## config.mk

```make
export PLATFORM = sky130hd
export DESIGN_NAME = umem_decoder
export DESIGN_NICKNAME = d
export VERILOG_FILES = /design/src/rtl/umd_pkg.sv /design/src/rtl/umd_cfg_regs.sv /design/src/rtl/umd_seg_lookup.sv /design/src/rtl/umem_decoder.sv
export SDC_FILE = /design/constraint.sdc
export NUM_CORES = 1
export LEC_CHECK = 0
export ABC_AREA = 1
export ABC_CLOCK_PERIOD_IN_PS = 2400
export BUFFER_PORTS_ARGS = -buffer_cell sky130_fd_sc_hd__buf_2
export CAP_MARGIN = 30
export CORE_MARGIN = 2
export CORE_UTILIZATION = 31
export CTS_CLUSTER_SIZE = 24
export DETAILED_ROUTE_END_ITERATION = 12
export SYNTH_ARGS = -nofsm -noshare
export SYNTH_HDL_FRONTEND = slang
export SYNTH_SLANG_ARGS = --single-unit
```

## constraint.sdc

```tcl
create_clock -name clk -period 2.4 [get_ports clk]
set_input_delay 0 -clock clk [delete_from_list [all_inputs] [get_ports clk]]
set_output_delay 0 -clock clk [all_outputs]
set_load 0.01 [all_outputs]
```

## src/rtl/umd_pkg.sv

```systemverilog
package umd_pkg;
  // index of the first register and the size of the bank
  localparam logic [7:0] REG_BASE  = 8'h30;
  localparam int         REG_COUNT = 12;

  // offsets inside the bank for the registers the decoder uses
  localparam int OFF_ESTEER = 1;  // 31h: E-range steering, low nibble
  localparam int OFF_PROT   = 2;  // 32h: F read source, D/E protect
  localparam int OFF_SHDE   = 3;  // 33h: D/E shadow enables
  localparam int OFF_CCTL   = 6;  // 36h: F write, copy, C protect, C shadow
  localparam int OFF_DSTEER = 7;  // 37h: D-range steering, high nibble
  localparam int OFF_CSTEER = 8;  // 38h: C-range steering, bits 4:1

  typedef struct packed {
    logic [3:0] c_steer;
    logic [3:0] d_steer;
    logic [3:0] e_steer;
    logic [3:0] c_shadow;
    logic [3:0] d_shadow;
    logic [3:0] e_shadow;
    logic       c_wp;
    logic       d_wp;
    logic       e_wp;
    logic       copy_mode;
    logic       f_rd_rom;
    logic       f_wr_rom;
  } cfg_view_t;

  function automatic logic [7:0] reg_reset(input int off);
    return (off == OFF_PROT) ? 8'h80 : 8'h00;
  endfunction
endpackage

```

## src/rtl/umd_cfg_regs.sv

```systemverilog
module umd_cfg_regs
  import umd_pkg::*;
#(
  parameter int DATA_W = 8
) (
  input  logic              clk,
  input  logic              rst,
  input  logic              cfg_wr,
  input  logic              cfg_rd,
  input  logic              cfg_port,
  input  logic [DATA_W-1:0] cfg_wdata,
  output logic [DATA_W-1:0] cfg_rdata,
  output cfg_view_t         view
);
  localparam int OFF_W = $clog2(REG_COUNT);

  logic [DATA_W-1:0] regs [REG_COUNT];
  logic [DATA_W-1:0] idx;
  logic [DATA_W-1:0] diff;
  logic [OFF_W-1:0]  off;
  logic              in_range;

  assign diff     = idx - DATA_W'(REG_BASE);
  assign off      = diff[OFF_W-1:0];
  assign in_range = (idx >= DATA_W'(REG_BASE)) &&
                    (idx < DATA_W'(REG_BASE) + DATA_W'(REG_COUNT));

  always_ff @(posedge clk) begin
    if (rst) begin
      idx       <= '0;
      cfg_rdata <= '0;
      for (int i = 0; i < REG_COUNT; i++) regs[i] <= DATA_W'(reg_reset(i));
    end else begin
      if (cfg_wr) begin
        if (!cfg_port)     idx       <= cfg_wdata;
        else if (in_range) regs[off] <= cfg_wdata;
      end
      if (cfg_rd)
        cfg_rdata <= !cfg_port ? idx : (in_range ? regs[off] : '0);
    end
  end

  always_comb begin
    view.e_steer   = regs[OFF_ESTEER][3:0];
    view.f_rd_rom  = regs[OFF_PROT][7];
    view.d_wp      = regs[OFF_PROT][4];
    view.e_wp      = regs[OFF_PROT][3];
    view.d_shadow  = regs[OFF_SHDE][3:0];
    view.e_shadow  = regs[OFF_SHDE][7:4];
    view.f_wr_rom  = regs[OFF_CCTL][7];
    view.copy_mode = regs[OFF_CCTL][6];
    view.c_wp      = regs[OFF_CCTL][5];
    view.c_shadow  = regs[OFF_CCTL][3:0];
    view.d_steer   = regs[OFF_DSTEER][7:4];
    view.c_steer   = regs[OFF_CSTEER][4:1];
  end


  boot_from_rom_chk: assert property (@(posedge clk) disable iff (rst)
    $past(rst) |-> (view.f_rd_rom && !view.copy_mode));


  oob_write_chk: assert property (@(posedge clk) disable iff (rst)
    (cfg_wr && cfg_port && !in_range) |=> $stable(view));
endmodule

```

## src/rtl/umd_seg_lookup.sv

```systemverilog
module umd_seg_lookup
  import umd_pkg::*;
#(
  parameter int SEG_W   = 6,
  parameter int NREGION = 3
) (
  input  logic [SEG_W-1:0] seg,
  input  logic             we,
  input  cfg_view_t        view,
  output logic [2:0]       sel,     // [0] DRAM, [1] ROM, [2] AT bus
  output logic             inhibit
);
  localparam logic [3:0] NIB_VIDEO = 4'hA;
  localparam logic [3:0] NIB_C     = 4'hC;
  localparam logic [3:0] NIB_F     = 4'hF;

  logic [3:0] nib;
  logic [1:0] sub;
  logic [3:0] steer_f  [NREGION];
  logic [3:0] shadow_f [NREGION];
  logic       wp_f     [NREGION];
  logic [NREGION-1:0] hit, st_r, sh_r, wp_r;
  logic st, sh, wp, in_cde;

  assign nib = seg[SEG_W-1:SEG_W-4];
  assign sub = seg[1:0];

  assign steer_f[0]  = view.c_steer;
  assign steer_f[1]  = view.d_steer;
  assign steer_f[2]  = view.e_steer;
  assign shadow_f[0] = view.c_shadow;
  assign shadow_f[1] = view.d_shadow;
  assign shadow_f[2] = view.e_shadow;
  assign wp_f[0]     = view.c_wp;
  assign wp_f[1]     = view.d_wp;
  assign wp_f[2]     = view.e_wp;

  // one slice per 64 KB region; only the hit region contributes
  for (genvar r = 0; r < NREGION; r++) begin : g_region
    assign hit[r]  = (nib == NIB_C + 4'(r));
    assign st_r[r] = hit[r] & steer_f[r][sub];
    assign sh_r[r] = hit[r] & shadow_f[r][sub];
    assign wp_r[r] = hit[r] & wp_f[r];
  end

  assign in_cde = |hit;
  assign st     = |st_r;
  assign sh     = |sh_r;
  assign wp     = |wp_r;

  always_comb begin
    sel     = 3'b001;
    inhibit = 1'b0;
    if (nib == NIB_F) begin
      sel = (we ? view.f_wr_rom : view.f_rd_rom) ? 3'b010 : 3'b001;
    end else if (in_cde) begin
      if (view.copy_mode) begin
        sel = we ? 3'b001 : (st ? 3'b010 : 3'b100);
      end else if (sh) begin
        sel     = 3'b001;
        inhibit = we & wp;
      end else begin
        sel = st ? 3'b010 : 3'b100;
      end
    end else if (nib >= NIB_VIDEO) begin
      sel = 3'b100;
    end
  end
endmodule

```

## src/rtl/umem_decoder.sv

```systemverilog
module umem_decoder
  import umd_pkg::*;
#(
  parameter int DATA_W = 8,
  parameter int SEG_W  = 6
) (
  input  logic              clk,
  input  logic              rst,
  input  logic              cfg_wr,
  input  logic              cfg_rd,
  input  logic              cfg_port,
  input  logic [DATA_W-1:0] cfg_wdata,
  output logic [DATA_W-1:0] cfg_rdata,
  input  logic              mem_valid,
  input  logic [SEG_W-1:0]  mem_seg,
  input  logic              mem_we,
  output logic              dec_valid,
  output logic              sel_dram,
  output logic              sel_rom,
  output logic              sel_bus,
  output logic              wr_inhibit
);
  localparam logic [SEG_W-1:0] SEG_VIDEO = SEG_W'(6'h28);
  localparam logic [SEG_W-1:0] SEG_C     = SEG_W'(6'h30);
  localparam logic [SEG_W-1:0] SEG_F     = SEG_W'(6'h3C);

  cfg_view_t  view;
  logic [2:0] nxt_sel;
  logic       nxt_inh;

  umd_cfg_regs #(.DATA_W(DATA_W)) u_regs (
    .clk(clk), .rst(rst), .cfg_wr(cfg_wr), .cfg_rd(cfg_rd),
    .cfg_port(cfg_port), .cfg_wdata(cfg_wdata), .cfg_rdata(cfg_rdata),
    .view(view)
  );

  umd_seg_lookup #(.SEG_W(SEG_W)) u_lookup (
    .seg(mem_seg), .we(mem_we), .view(view),
    .sel(nxt_sel), .inhibit(nxt_inh)
  );

  always_ff @(posedge clk) begin
    if (rst) begin
      dec_valid  <= 1'b0;
      sel_dram   <= 1'b0;
      sel_rom    <= 1'b0;
      sel_bus    <= 1'b0;
      wr_inhibit <= 1'b0;
    end else begin
      dec_valid  <= mem_valid;
      sel_dram   <= mem_valid & nxt_sel[0];
      sel_rom    <= mem_valid & nxt_sel[1];
      sel_bus    <= mem_valid & nxt_sel[2];
      wr_inhibit <= mem_valid & nxt_inh;
    end
  end


  one_target_chk: assert property (@(posedge clk) disable iff (rst)
    dec_valid |-> ($countones({sel_dram, sel_rom, sel_bus}) == 1));


  idle_quiet_chk: assert property (@(posedge clk) disable iff (rst)
    !dec_valid |-> !(sel_dram || sel_rom || sel_bus || wr_inhibit));


  inhibit_dram_write_chk: assert property (@(posedge clk) disable iff (rst)
    (mem_valid && !mem_we) |=> !wr_inhibit);


  low_mem_chk: assert property (@(posedge clk) disable iff (rst)
    (mem_valid && mem_seg < SEG_VIDEO) |=> (sel_dram && !wr_inhibit));


  copy_write_chk: assert property (@(posedge clk) disable iff (rst)
    (mem_valid && mem_we && view.copy_mode && mem_seg >= SEG_C && mem_seg < SEG_F)
      |=> (sel_dram && !wr_inhibit));
endmodule

```

After elaboration in Yosys (flattened, before gate mapping)
Memories as Yosys holds them, arrays and structs flattened.
Cells that the tools add are included.
Storage, ports and cells
  flip-flop bits (word level): 21
  RAM bits: 96
  input port bits: 21
  output and inout port bits: 13
  word-level logic and storage cells: 76
  memories: 1
Memories
  u_regs.regs: depth 12, bits a word 8, rd ports 7, clocked after Yosys merged registers in 0, write ports 12, line umd_cfg_regs.sv:17  | logic [DATA_W-1:0] regs [REG_COUNT];
Operators by class
  add/sub/neg operators: 1
  order comparisons: 4
  equal/unequal tests: 4
  mux-type cells: 37
  bitwise logic cells: 15
  reductions and logical operators: 7
Operators with widths (number)
  8-bit 2-to-1 mux: 3
  3-bit 2-to-1 mux: 7
  1-bit 2-to-1 mux: 19
  4-bit == test, second input constant: 4
  1-bit AND: 14
  1-bit binary-select mux with 2-bit select: 6
  3-bit OR reduction: 4
  8-bit by 6-bit greater-or-equal comparator with 1-bit output, second input constant: 1
  8-bit by 6-bit less-than comparator with 1-bit output, second input constant: 1
  8-bit OR reduction: 1
  4-bit greater-or-equal comparator, second input constant: 1
  4-bit 2-to-1 mux: 1
  4-bit by 1-bit subtractor with 4-bit output, second input constant: 1
  2-bit by 3-bit less-than comparator with 1-bit output, second input constant: 1
  2-bit 2-to-1 mux: 1
  2-bit AND reduction: 1
  1-bit logical AND: 1
  1-bit NOT: 1

Longest topological paths before layout
An unclocked memory read counts as a cell.
  word-level depth: 11
  depth in mapped cells: 12

Modules after synthesis
A second synthesis with hierarchy kept.
Second synthesis, totals
  cells, all modules: 772
  area total of the unflattened synthesis: 7135.6 um2
By module, submodules not included
  umd_cfg_regs: times used 1, cells each 663, area an instance 6550.0 um2
  umd_seg_lookup: times used 1, cells each 94, area an instance 447.9 um2
  umem_decoder: times used 1, cells each 15, area an instance 137.6 um2

Least setup slack after synthesis
No wires, ideal clock.
  path type: reg-to-reg
  start point: register u_regs.idx[3]
  end point: memory u_regs.regs[10][0], enable pin
  arrival: 1.707 ns
  required time: 2.071 ns
  slack: 0.364 ns
  cell stages (with the launch flop): 8
  buffers on the path: 0
  path through: dfxtp_1 > nand2_1 > nand3_1 > nor4_4 > nand3_2 > nor2_1 > nand2_1 > nand2_1
RTL lines
  start, declared: line umd_cfg_regs.sv:18  | logic [DATA_W-1:0] idx;
  start signal, assigned: line umd_cfg_regs.sv:35  | if (!cfg_port) idx <= cfg_wdata;
  end, declared: line umd_cfg_regs.sv:17

==> impl_metrics.ini <==
[run_status]
status = completed

[critical_path]
required_ns = 2.49
cpMaxStageDelayCell = dfxtp_1
cp-start-kind = register
worstReg2RegEnd = u_regs.regs[1][6]$_SDFFCE_PN0P_
worst-path-max-fanout = 9
critical_path.cell_chain = nand2_1 -> nand3_1 -> nor4_4 -> nand3_2 -> nor3_4 -> nand2_2 -> nand2_1
reg2reg_depth = 7
path_common_cell = nand2_1
timing.rr.start = u_regs.idx[3]$_SDFFE_PP0P_
cp.buffers_inverters = 0
crit_family = simple AND/OR/NAND/NOR gates
cpPeakStageDelay_ns = 0.39
worst-setup-path-type = reg -> reg
crit_end = u_regs.regs[1][6]$_SDFFCE_PN0P_
startpoint = u_regs.idx[3]$_SDFFE_PP0P_
setup.worst_path.end_class = register
ff2ff_setup_slack_ns = 0.29
cp.arrival_ns = 2.20
critical_path_depth = 7

[cts]
cts_made_buffers = 17
cts_root_buf = clkbuf_16
h-tree-depth = 4
clk_pin_slew_ns = 0.06
tritoncts = done
cts_resized = 0
cts.path.max_buffers = 2
cts_hold_buf = 17
clk-insertion-delay-late_ns = 0.43
cts_setup_buffers = 0
cts_sinks = 153

[drt]
ant_nets = 0
vias_per_cell = 4.92
wl_per_cell_um = 16.6
drtIter0Drc = 486
drc_errors = 0
vias = 5322
wl_mm = 18.0
drtPass1Iterations = 6

[power]
p_per_area_nw_per_um2 = 754
vdd_ir_drop_max_uv = 376
p_leak_nw = 3.32
power_mw = 6.16

[synth]
synth_area_um2 = 6820
ys_warn_count = 0
synth-seq-cells = 153
seq_area_frac_synth_pct = 63.7
synth.avg_cell_area_um2 = 9.55
syn_inst = 714
yosysUniqueCellTypes = 21

[final_layout]
num_antenna_cells = 0
drive_gt1_share_pct = 11.3
fin_nets = 810
syn2layout_area_growth_pct = 19.8
final_area_um2 = 8170

[sta]
maxSlewViolCount = 0
tightest_slew_ns = 0.755
worst_slew_margin_rel_pct = 49.6
fin_skew_ns = 0.0120
fmax_ghz = 0.475
setup_slack_ns = 0.293
finalCritPeriodShare_pct = 87.8
whs_ns = 0.0148
hold_violations = 0
fin_crit_ns = 2.11
tns_ns = 0
grt_setup_unrepaired = no
setup_violations = 0

[placement]
dp_hpwl_mm = 12.0
place.gp.congestion = 0.849
pre_cts_slack_ns = 0.292
portBuffers = 33
place_area_um2 = 7420

[worst_hold_path]
hold_path.class = in -> reg

[grt]
grt_pass1_wl_mm = 27.8
grt_usage_pct = 15.6
antenna_found_initial = 0
grt_max_degree = 60
grt_pass1_vias = 5086
grt_overflow = 0

[die]
die_y_um = 152
rows = 54
start_util_pct = 31.4
die_x_um = 152
core_area_um2 = 21700
dieArea_um2 = 23200
pin_count = 34

[run]
maxCapViolCount = 0
[power breakdown]
part	total [mW]	internal [mW]	switching (mW)
Sequential	3.05	3.00	0.0548
Combinational	0.521	0.152	0.369
Clock	2.59	1.53	1.05
Total	6.16	4.68	1.48
[cell usage after synthesis]
master	n	share of area (%)
nor4_4	1	0.31
nand2_2	8	0.73
clkbuf_1	37	2.0
nor2_1	110	6.1
clkinv_1	3	0.17
nand2_1	154	8.5
buf_1	1	0.055
nor3_4	2	0.48
nand4_1	2	0.18
dfxtp_1	25	7.3
nand3_2	1	0.15
o21ai_0	41	3.0
inv_1	44	2.4
nand3_1	78	5.7
inv_2	1	0.055
edfxtp_1	128	56
conb_1	1	0.055
a21oi_1	52	3.8
o211ai_1	16	1.8
nor3_1	6	0.44
a22oi_1	3	0.33
[cells by family after synthesis]
kind of cell    share of synthesized area (%)
compound gates                           8.92
flops                                    63.7
simple gates                             22.6
other cells                            0.0550
buf+inv                                  4.74
[final cells by class]
class / instances / area, um2
flip-flops and latches: 153 / 4350
inverters: 48 / 180
well taps: 280 / 350
clock buffers: 23 / 522
multi-input cells: 506 / 2270
repair buffers: 63 / 445
fillers: 2126 / 13500
clock inverters: 9 / 58.8
[metrics by stage]
stage               std cells  util (%)
global route             1082      37.7
CTS                      1082      37.7
floorplan                 745         -
detailed placement       1033      34.2
finish                   1082      37.7
global placement         1033      34.2
[tightest hold or removal path, stage by stage]
cell and delay [ns]:
buf_2 0.09, nand2_1 0.09, nand2_1 0.08, nand2_1 0.06
nor2_1 0.09
[registers in the layout (all words and copies together) (netlist names), named ones only]
register,cells
dec_valid,1
sel_rom,1
sel_bus,1
u_regs.regs,128
u_regs.cfg_rdata,8
sel_dram,1
u_regs.idx,8
wr_inhibit,1
[worst min-delay path by stage]
stage / start / to / slack (ns) / cells past startpoint
2_1_floorplan: cfg_wdata[0] / u_regs.regs[12][0]$_DFFE_PP_ / 0.1 / 0
3_3_place_gp: cfg_wdata[3] / u_regs.regs[14][3]$_DFFE_PP_ / 0.24 / 1
3_5_place_dp: cfg_wdata[3] / u_regs.regs[14][3]$_DFFE_PP_ / 0.24 / 1
4_1_cts: mem_seg[4] / sel_bus$_SDFF_PP0_ / 0.004 / 5
5_1_grt: mem_seg[4] / sel_bus$_SDFF_PP0_ / 0.06 / 5
6_report: mem_seg[4] / sel_bus$_SDFF_PP0_ / 0.01 / 5
[cells in the final DEF, fill, tap and decap left out, types with 3 or more instances in the layout]
cell type,count
dlygate4sd3_1,17
clkinv_4,3
a21oi_1,52
nand3_1,78
edfxtp_1,128
clkbuf_16,20
nor2_1,110
dfxtp_1,24
clkinv_2,4
buf_2,33
nand2_2,8
inv_1,44
conb_1,32
a22oi_1,3
nand2_1,154
o21ai_0,41
buf_4,12
o211ai_1,16
nor3_1,6
[routing by layer]
metal / track usage, % / wire length (um) / vias up
li1: - / - / 2556
met1: 19.8 / 7560 / 2535
met2: 26.7 / 8860 / 208
met3: 3.10 / 1280 / 23
met4: 5.70 / 319 / 0
met5: 0 / 0 / -
Note: power is estimated with default switching activity, not from simulation.
